File: src/rtl/wdt_pkg.sv
package wdt_pkg;
  localparam logic [4:0]  OFS_MODE    = 5'h00;
  localparam logic [4:0]  OFS_LEN     = 5'h04;
  localparam logic [4:0]  OFS_RESTART = 5'h08;
  localparam logic [4:0]  OFS_STAT    = 5'h0C;
  localparam logic [4:0]  OFS_CNT     = 5'h10;
  localparam logic [4:0]  OFS_SWRST   = 5'h14;

  localparam logic [7:0]  MODE_KEY    = 8'h22;
  localparam logic [4:0]  LEN_KEY     = 5'h08;
  localparam logic [31:0] RESTART_KEY = 32'h0000_1971;
  localparam logic [31:0] SWRST_KEY   = 32'h0000_1209;
  localparam int unsigned LEN_LSB     = 5;

  typedef struct packed {
    logic dual;
    logic irq_en;
    logic ext_en;
    logic pol;
    logic en;
  } ctrl_t;
endpackage

File: src/rtl/wdt_regs.sv
module wdt_regs
  import wdt_pkg::*;
#(
  parameter int unsigned LEN_W = 10
) (
  input  logic             clk_i,
  input  logic             rst_ni,
  input  logic             wr_en_i,
  input  logic [4:0]       addr_i,
  input  logic [31:0]      wdata_i,
  input  logic [LEN_W-1:0] cnt_i,
  input  logic             expire_i,
  output ctrl_t            ctrl_o,
  output logic [LEN_W-1:0] len_o,
  output logic             restart_o,
  output logic             swrst_o,
  output logic             stat_to_o,
  output logic             stat_sw_o,
  output logic [31:0]      rdata_o
);
  logic wr_mode, wr_len;

  assign wr_mode   = wr_en_i && addr_i == OFS_MODE && wdata_i[31:24] == MODE_KEY;
  assign wr_len    = wr_en_i && addr_i == OFS_LEN && wdata_i[4:0] == LEN_KEY;
  assign restart_o = wr_en_i && addr_i == OFS_RESTART && wdata_i == RESTART_KEY;
  assign swrst_o   = wr_en_i && addr_i == OFS_SWRST && wdata_i == SWRST_KEY;

  always_ff @(posedge clk_i or negedge rst_ni) begin
    if (!rst_ni) begin
      ctrl_o    <= '0;
      len_o     <= '1;
      stat_to_o <= 1'b0;
      stat_sw_o <= 1'b0;
    end else begin
      if (wr_mode) ctrl_o <= '{dual: wdata_i[6], irq_en: wdata_i[3], ext_en: wdata_i[2],
                               pol: wdata_i[1], en: wdata_i[0]};
      if (wr_len) len_o <= wdata_i[LEN_LSB +: LEN_W];
      if (expire_i) stat_to_o <= 1'b1;
      if (swrst_o) stat_sw_o <= 1'b1;
    end
  end

  always_comb begin
    rdata_o = '0;
    unique case (addr_i)
      OFS_MODE: rdata_o[6:0] = {ctrl_o.dual, 2'b00, ctrl_o.irq_en, ctrl_o.ext_en,
                                ctrl_o.pol, ctrl_o.en};
      OFS_LEN:  rdata_o[LEN_LSB +: LEN_W] = len_o;
      OFS_STAT: rdata_o[31:30] = {stat_sw_o, stat_to_o};
      OFS_CNT:  rdata_o[LEN_W-1:0] = cnt_i;
      default:  rdata_o = '0;
    endcase
  end
endmodule

File: src/rtl/wdt_tick.sv
module wdt_tick #(
  parameter int unsigned DIV = 4
) (
  input  logic clk_i,
  input  logic rst_ni,
  input  logic run_i,
  input  logic clr_i,
  output logic tick_o
);
  if (DIV <= 1) begin : g_direct
    assign tick_o = run_i;
  end else begin : g_div
    localparam int unsigned W = $clog2(DIV);
    localparam logic [W-1:0] LAST = W'(DIV - 1);
    logic [W-1:0] pre_q;

    always_ff @(posedge clk_i or negedge rst_ni) begin
      if (!rst_ni)     pre_q <= '0;
      else if (clr_i)  pre_q <= '0;
      else if (run_i)  pre_q <= (pre_q == LAST) ? '0 : pre_q + 1'b1;
    end

    assign tick_o = run_i && pre_q == LAST;
  end
endmodule

File: src/rtl/wdt_count.sv
module wdt_count #(
  parameter int unsigned LEN_W = 10
) (
  input  logic             clk_i,
  input  logic             rst_ni,
  input  logic             run_i,
  input  logic             tick_i,
  input  logic             reload_i,
  input  logic [LEN_W-1:0] len_i,
  output logic [LEN_W-1:0] cnt_o,
  output logic             expire_o
);
  logic [LEN_W-1:0] len_eff;

  // zero length clamps to one tick
  assign len_eff  = (len_i == '0) ? LEN_W'(1) : len_i;
  assign expire_o = run_i && tick_i && !reload_i && cnt_o <= LEN_W'(1);

  always_ff @(posedge clk_i or negedge rst_ni) begin
    if (!rst_ni)                  cnt_o <= '1;
    else if (reload_i || expire_o) cnt_o <= len_eff;
    else if (run_i && tick_i)     cnt_o <= cnt_o - 1'b1;
  end
endmodule

File: src/rtl/wdt_pulse.sv
module wdt_pulse #(
  parameter int unsigned CYC = 64
) (
  input  logic clk_i,
  input  logic rst_ni,
  input  logic fire_i,
  output logic active_o
);
  localparam int unsigned W = $clog2(CYC + 1);
  logic [W-1:0] left_q;

  always_ff @(posedge clk_i or negedge rst_ni) begin
    if (!rst_ni)             left_q <= '0;
    else if (fire_i)         left_q <= W'(CYC);
    else if (left_q != '0)   left_q <= left_q - 1'b1;
  end

  assign active_o = left_q != '0;
endmodule

File: src/rtl/wdt_top.sv
module wdt_top
  import wdt_pkg::*;
#(
  parameter int unsigned TICK_DIV  = 1953125,
  parameter int unsigned PULSE_CYC = 64,
  parameter int unsigned LEN_W     = 10
) (
  input  logic        clk_i,
  input  logic        rst_ni,
  input  logic        wr_en_i,
  input  logic [4:0]  addr_i,
  input  logic [31:0] wdata_i,
  output logic [31:0] rdata_o,
  output logic        wdt_rst_o,
  output logic        irq_o
);
  ctrl_t            ctrl_q;
  logic [LEN_W-1:0] len_q, cnt_q;
  logic             restart, swrst, tick, expire;
  logic             stat_to, stat_sw;
  logic             irq_q, rst_fire, rst_act;

  wdt_regs #(.LEN_W(LEN_W)) u_regs (
    .clk_i, .rst_ni, .wr_en_i, .addr_i, .wdata_i,
    .cnt_i(cnt_q), .expire_i(expire),
    .ctrl_o(ctrl_q), .len_o(len_q), .restart_o(restart), .swrst_o(swrst),
    .stat_to_o(stat_to), .stat_sw_o(stat_sw), .rdata_o
  );

  wdt_tick #(.DIV(TICK_DIV)) u_tick (
    .clk_i, .rst_ni, .run_i(ctrl_q.en), .clr_i(restart), .tick_o(tick)
  );

  wdt_count #(.LEN_W(LEN_W)) u_count (
    .clk_i, .rst_ni, .run_i(ctrl_q.en), .tick_i(tick), .reload_i(restart),
    .len_i(len_q), .cnt_o(cnt_q), .expire_o(expire)
  );

  // two-stage: escalate only when the earlier interrupt is still pending
  assign rst_fire = swrst ||
                    (expire && ctrl_q.ext_en &&
                     (!ctrl_q.irq_en || (ctrl_q.dual && irq_q)));

  always_ff @(posedge clk_i or negedge rst_ni) begin
    if (!rst_ni)                         irq_q <= 1'b0;
    else if (restart)                    irq_q <= 1'b0;
    else if (expire && ctrl_q.irq_en)    irq_q <= 1'b1;
  end

  wdt_pulse #(.CYC(PULSE_CYC)) u_pulse (
    .clk_i, .rst_ni, .fire_i(rst_fire), .active_o(rst_act)
  );

  assign wdt_rst_o = ctrl_q.pol ? rst_act : ~rst_act;
  assign irq_o     = irq_q;
endmodule

File: config.mk
export PLATFORM = sky130hd
export DESIGN_NAME = wdt_top
export DESIGN_NICKNAME = d
export VERILOG_FILES = /design/src/rtl/wdt_pkg.sv /design/src/rtl/wdt_regs.sv /design/src/rtl/wdt_tick.sv /design/src/rtl/wdt_count.sv /design/src/rtl/wdt_pulse.sv /design/src/rtl/wdt_top.sv
export SDC_FILE = /design/constraint.sdc
export NUM_CORES = 1
export LEC_CHECK = 0
export ABC_CLOCK_PERIOD_IN_PS = 2750
export BUFFER_PORTS_ARGS = -buffer_cell sky130_fd_sc_hd__buf_4
export CAP_MARGIN = 20
export CORE_MARGIN = 8
export CORE_UTILIZATION = 45
export DETAILED_ROUTE_END_ITERATION = 8
export GPL_ROUTABILITY_DRIVEN = 1
export PLACE_DENSITY_LB_ADDON = 0.05
export SLEW_MARGIN = 10
export SYNTH_ARGS = -nofsm -noshare
export SYNTH_HDL_FRONTEND = slang
export SYNTH_SLANG_ARGS = --single-unit
File: constraint.sdc
create_clock -name clk_i -period 2.75 [get_ports clk_i]
set_input_delay 0.1375 -clock clk_i [delete_from_list [all_inputs] [get_ports clk_i]]
set_output_delay 0.1375 -clock clk_i [all_outputs]
set_load 0.02 [all_outputs]
# Yosys cells after proc, flatten, opt, wreduce, memory -nomap -nowiden
# Cells that the tools add are included.
[word_totals] register_bits=56 input_bits=40 wordCells=71
[op_classes] addsub=3 n_lt_le_gt_ge=1 n_eq_ne=10 muxes=16 n_bitwise=1 n_reduce_logical=28
[op_table] operator="== test 32 x 13 -> 1 bit (second input constant)" count=2
[op_table] operator="two-way mux 21 bit" count=3
[op_table] operator="two-way mux 10 bit" count=3
[op_table] operator="adder 21 x 1 -> 21 bit (second input constant)" count=1
[op_table] operator="== test 21 bit (second input constant)" count=1
[op_table] operator="logical AND 1 bit" count=16
[op_table] operator="== test 5 x 4 -> 1 bit (second input constant)" count=3
[op_table] operator="two-way mux 7 bit" count=2
[op_table] operator="== test 5 bit (second input constant)" count=2
[op_table] operator="<= comparator 10 x 1 -> 1 bit (second input constant)" count=1
[op_table] operator="zero test 10 bit" count=1
[op_table] operator="one-hot mux 5 bit (2 select lines)" count=1
[op_table] operator="subtractor 10 x 1 -> 10 bit (second input constant)" count=1
[op_table] operator="== test 8 x 6 -> 1 bit (second input constant)" count=1
[op_table] operator="nonzero test 2 bit" count=4
[op_table] operator="nonzero test 7 bit" count=1
[op_table] operator="subtractor 7 x 1 -> 7 bit (second input constant)" count=1
[op_table] operator="one-hot mux 2 bit (3 select lines)" count=1
[op_table] operator="one-hot mux 3 bit (2 select lines)" count=1
[op_table] operator="== test 5 x 3 -> 1 bit (second input constant)" count=1
[op_table] operator="zero test 5 bit" count=1
[op_table] operator="two-way mux 5 bit" count=1
[op_table] operator="logical OR 1 bit" count=3
[op_table] operator="two-way mux 1 bit" count=3
[op_table] operator="3 further kinds" count=4

# Logic depth before layout (Yosys ltp)
[logic_depth] ltp_word=10 mapped_depth=9 ltp_nobuf=7

# Modules after synthesis
# A second synthesis with hierarchy kept.
[hier_totals] cells_unflattened=360 area_unflattened_um2=3582.2
[modules_own_cells] module="wdt_tick" instances=1 cells_each=136 area_per_inst_um2=1247.4 seq_area_each_um2=525.5
[modules_own_cells] module="wdt_regs" instances=1 cells_each=101 area_per_inst_um2=1152.4 seq_area_each_um2=437.9
[modules_own_cells] module="wdt_count" instances=1 cells_each=76 area_per_inst_um2=732.0 seq_area_each_um2=262.8
[modules_own_cells] module="wdt_pulse" instances=1 cells_each=39 area_per_inst_um2=389.1 seq_area_each_um2=175.2
[modules_own_cells] module="wdt_top" instances=1 cells_each=8 area_per_inst_um2=61.3 seq_area_each_um2=25.0

# Worst setup path before layout
# OpenSTA, ideal clock, no wires.
[synth_timing] path_type="register to register" startpoint="register u_count.cnt_o[3]" endpoint="register u_pulse.left_q[1]" arrival_ns=1.956 required_time_ns=2.614 path_slack_ns=0.658 stages_incl_launch_ff=6 path_buffers=0 synth_period_minus_slack_ns=2.092 path_cell_list="dfstp_2 or4_4 or4_4 nor3_4 a41o_2 a211oi_1"
[synth_via] elab_chain_cells=6 elab_cells_between_ends=7 cone_classes="order compare (1); mux (1); reduce/logical (5)"
[synth_lines] element="from (decl)" line_no="wdt_count.sv:10" source="output logic [LEN_W-1:0] cnt_o,"
[synth_lines] element="from (signal assigned)" line_no="wdt_count.sv:21" source="else if (reload_i || expire_o) cnt_o <= len_eff;"
[synth_lines] element="from (signal assigned)" line_no="wdt_count.sv:22" source="else if (run_i && tick_i) cnt_o <= cnt_o - 1'b1;"
[synth_lines] element="<= comparator 10 x 1 -> 1 bit *" line_no="wdt_count.sv:17" source="assign expire_o = run_i && tick_i && !reload_i && cnt_o <= LEN_W'(1);"
[synth_lines] element="logical AND 1 bit *" line_no="wdt_count.sv:17"
[synth_lines] element="logical AND 1 bit * (2 in series)" line_no="wdt_top.sv:41" source="(expire && ctrl_q.ext_en &&"
[synth_lines] element="logical OR 1 bit *" line_no="wdt_top.sv:40" source="assign rst_fire = swrst ||"
[synth_lines] element="two-way mux 7 bit / nonzero test 2 bit (equally long branches)"
[synth_lines] element="to (signal assigned)" line_no="wdt_pulse.sv:14" source="else if (fire_i) left_q <= W'(CYC);"
[synth_lines] element="to (signal assigned)" line_no="wdt_pulse.sv:15" source="else if (left_q != '0) left_q <= left_q - 1'b1;"
[synth_lines] element="to (decl)" line_no="wdt_pulse.sv:10" source="logic [W-1:0] left_q;"
# Every way passes the cells marked *; elsewhere a longest branch is shown, timed or not.
# A chain may end at the register's enable or synchronous reset.

# Worst setup path in the final report
[layout_timing] startpoint="register u_tick.g_div.pre_q[0]" endpoint="register u_count.cnt_o[5]"
[layout_via] elab_chain_cells=7 elab_cells_between_ends=8 cone_classes="eq/ne (1); mux (1); reduce/logical (6)"
[layout_lines] element="from (decl)" line_no="wdt_tick.sv:15" source="logic [W-1:0] pre_q;"
[layout_lines] element="from (signal assigned)" line_no="wdt_tick.sv:20" source="else if (run_i) pre_q <= (pre_q == LAST) ? '0 : pre_q + 1'b1;"
[layout_lines] element="== test 21 bit *" line_no="wdt_tick.sv:23" source="assign tick_o = run_i && pre_q == LAST;"
[layout_lines] element="logical AND 1 bit *" line_no="wdt_tick.sv:23"
[layout_lines] element="logical AND 1 bit *" line_no="wdt_count.sv:17, wdt_count.sv:22"
[layout_lines] element="logical AND 1 bit (2 in series)" line_no="wdt_count.sv:17"
[layout_lines] element="logical OR 1 bit" line_no="wdt_count.sv:21"
[layout_lines] element="two-way mux 10 bit / nonzero test 2 bit (equally long branches)"
# Marked as above.

==> summary.md <==
| Metric | Value |
|---|---|
| Latest clock arrival within the worst-skew pair | 0.32 ns |
| Total global routing overflow | 0 |
| Root buf cell | clkbuf_8 |
| Grt peak-use layer | met2 |
| Max Cap Viol | 0 |
| Layout Area Growth over Synthesis | 16.84% |
| Yosys cell types | 69 |
| Clock Sinks | 56 |
| CP Launch Type | register |
| RSZ-0062 raised after global routing | no |
| HPWL Detailed | 8167 um |
| WP data required | 3.00 ns |
| Leakage Power | 0.001821 uW |
| Sequential area share after synthesis | 38.03% |
| Met3 usage | 4.671% |
| Post-DR vias/cell | 5.925 |
| Maximum root-to-sink buffer count | 2 |
| Buffers on Ports | 58 |
| Pwr Density | 352.0 nW/um^2 |
| Final WL | 10730 um |
| Final setup skew | 0.007251 ns |
| # H-tree levels | 2 |
| Via count | 3419 |
| Slew headroom | 43.46% |
| Row cnt | 33 |
| Largest stage delay, worst path | 0.57 ns |
| Core area | 8134 sq um |
| Worst-path clk slew | 0.11 ns |
| Setup TNS | 0 ns |
| Largest cells by area after synthesis | dfrtp_1 24%, dfstp_2 14%, nor2_1 4.1% |
| Post-synth top flop | dfrtp_1 |
| Post-synthesis register bit count | 56 |
| N_diodes | 0 |
| # DRC | 0 |
| Crit path cell chain | inv_1, ha_1, nor4bb_1, nand3_2, or4_1, o21ai_0, o2bb2ai_1 |
| Final Hold Fails | 0 |
| Final setup viols | 0 |
| Hold Slack | 0.04557 ns |
| Final ANT Viol Nets | 0 |
| Final Max Slew Viols | 0 |
| Buf/Inv on CP | 1 |
| Cells after synthesis | 415 |
| Status | completed |
| Mapped cell area | 3751 sq um |
| Iter 0 DRT Violations | 183 |
| Number of synthesized flops with an enable pin | 0 |
| CP Class | reg2reg |
| Crit-path slowest cell | or4_1 |
| Die H | 107.3 um |
| Nets | 517 |
| VDD IR-drop max | 0.0002114 V |
| Share of layout cells above drive strength 1 | 26.48% |
| CP endpoint kind | register |
| Yosys synthesis warning count | 0 |
| Yosys top cell area share | 24.02% |
| Drt pass-1 iters | 5 |
| Met2 Resource Use GR | 31.73% |
| Hold Path Class | in2reg |
| DIE AREA | 11510 sq um |
| Global-route wire length before repair | 17800 um |
| Leading area contributor after synthesis | dfrtp_1 |
| Minimum clock period | 2.312 ns |
| Die W | 107.3 um |
| Peak Freq | 432.5 MHz |
| Number of global-route vias before repair | 3595 |
| Initial Util | 46.12% |
| I/O pin cnt | 74 |
| GPL Wtd Cong | 0.9037 |
| Total track usage | 18.98% |
| Top post-synthesis cells by count | 41 x nor2_1, 36 x dfrtp_1, 29 x nand2_1 |
| Delay-heaviest family, CP | simple AND/OR/NAND/NOR gates |
| Pin count of the biggest net entering global routing | 57 |
| Worst-margin pin slew | 0.8403 ns |
| Async S/R FF share, synth | 100.0% |
| Most frequent cell after synthesis | nor2_1 |
| WL per Instance | 18.60 um |
| CTS tree | built |
| Data arrival, critical path | 2.57 ns |
| Initial antenna violation count | 0 |
| Crit-path max FO | 10 |
| GRT met1 Usage | 23.28% |
| Final period util | 84.08% |
| Total CTS buffers | 5 |
| Syn avg cell area | 9.039 sq um |
-- worst paths after layout --
check | from | endpoint | slack, ns | depth (start not counted)
min reg2reg | u_regs.stat_sw_o$_DFFE_PN0P_ | u_regs.stat_sw_o$_DFFE_PN0P_ | 0.48 | 1
max in group asynchronous | rst_ni | u_tick.g_div.pre_q[1]$_DFFE_PN0P_ | 1.88 | 2
min in group asynchronous | rst_ni | u_tick.g_div.pre_q[7]$_DFFE_PN0P_ | 0.42 | 2
max | u_tick.g_div.pre_q[0]$_DFFE_PN0P_ | u_count.cnt_o[5]$_DFFE_PN1P_ | 0.44 | 7
min | wdata_i[10] | u_regs.len_o[5]$_DFFE_PN1P_ | 0.05 | 3
max reg2reg | u_tick.g_div.pre_q[0]$_DFFE_PN0P_ | u_count.cnt_o[5]$_DFFE_PN1P_ | 0.44 | 7
-- stage by stage --
stage	setup WS [ns]	instance area [sq um]	total power, uW	std cells	util, %
floorplan	0.6576	3804	918.2	429	-
global placement	0.4975	4258	985.4	568	52.35
detailed placement	0.4618	4258	986.7	568	52.35
CTS	0.4461	4383	1556	577	53.88
global route	0.1923	4383	1598	577	53.88
finish	0.4377	4383	1543	577	53.88
-- kinds of logic (layout without fill, tap and decap cells) --
kind of cell / Yosys count / after routing / share of synthesized area (%)
AND/OR/NAND/NOR: 200 / 200 / 31.05
AO/OA/AOI/OAI: 74 / 74 / 14.28
flip-flops: 56 / 56 / 38.03
buffers and inverters: 48 / 91 / 6.438
multiplexers: 20 / 20 / 5.771
XOR/XNOR: 10 / 10 / 2.335
adder cells (fa/ha/maj): 6 / 6 / 2.001
other: 1 / 15 / 0.09997
-- layer usage --
| layer | wire, um | up-vias |
|---|---|---|
| met5 | 0 | - |
| met4 | 154 | 0 |
| met3 | 651 | 12 |
| met2 | 5228 | 121 |
| met1 | 4699 | 1659 |
| li1 | - | 1627 |
-- timing repair --
action,in CTS,in global routing
resized for setup,0,0
hold buffers,1,0
hold endpoints to repair,36,0
setup buffers,0,0
-- sequential cells by signal, indices dropped and copies added, names as in the netlist --
signal              cells
u_regs.ctrl_o           5
u_count.cnt_o          10
irq_o                   1
u_pulse.left_q          7
u_regs.stat_to_o        1
u_regs.len_o           10
u_regs.stat_sw_o        1
u_tick.g_div.pre_q     21
-- final cells by class --
| class | instances | area, sq um |
|---|---|---|
| clock buffer | 5 | 68.82 |
| clock inverter | 3 | 46.29 |
| fill | 760 | 3751 |
| inverter | 15 | 56.30 |
| multi-input combinational | 325 | 2141 |
| sequential | 56 | 1426 |
| tap | 105 | 131.4 |
| timing repair buffer | 68 | 513.0 |
-- layout by cell type (no fill, tap or decap), types with 5 or more instances in the layout --
cell type and instances:
a21oi_1 11, a32o_1 7, and2_1 10, and3_1 10, buf_4 67, clkbuf_8 5
conb_1 15, dfrtp_1 36, dfstp_2 20, ha_1 6, inv_1 15, mux2_2 13
mux2i_1 7, nand2_1 29, nand3_1 16, nand3b_1 5, nand4_1 11, nand4b_1 5
nor2_1 41, nor3_1 12, nor4_1 19, nor4b_1 5, o21ai_0 16, or3_1 5
xnor2_1 6
-- power by group --
| part | switching (uW) | total (uW) | internal [uW] | leakage, uW |
|---|---|---|---|---|
| clock network | 296 | 571 | 275 | 0.0000548 |
| logic | 75.0 | 133 | 58.3 | 0.00112 |
| registers | 6.77 | 839 | 832 | 0.000650 |
-- worst register-to-register path, cell delays in order, from the launching register on --
cell	delay, ns
dfrtp_1	0.45
inv_1	0.08
ha_1	0.15
nor4bb_1	0.48
nand3_2	0.30
or4_1	0.57
o21ai_0	0.09
o2bb2ai_1	0.13
(Power assumes the default switching activity.)
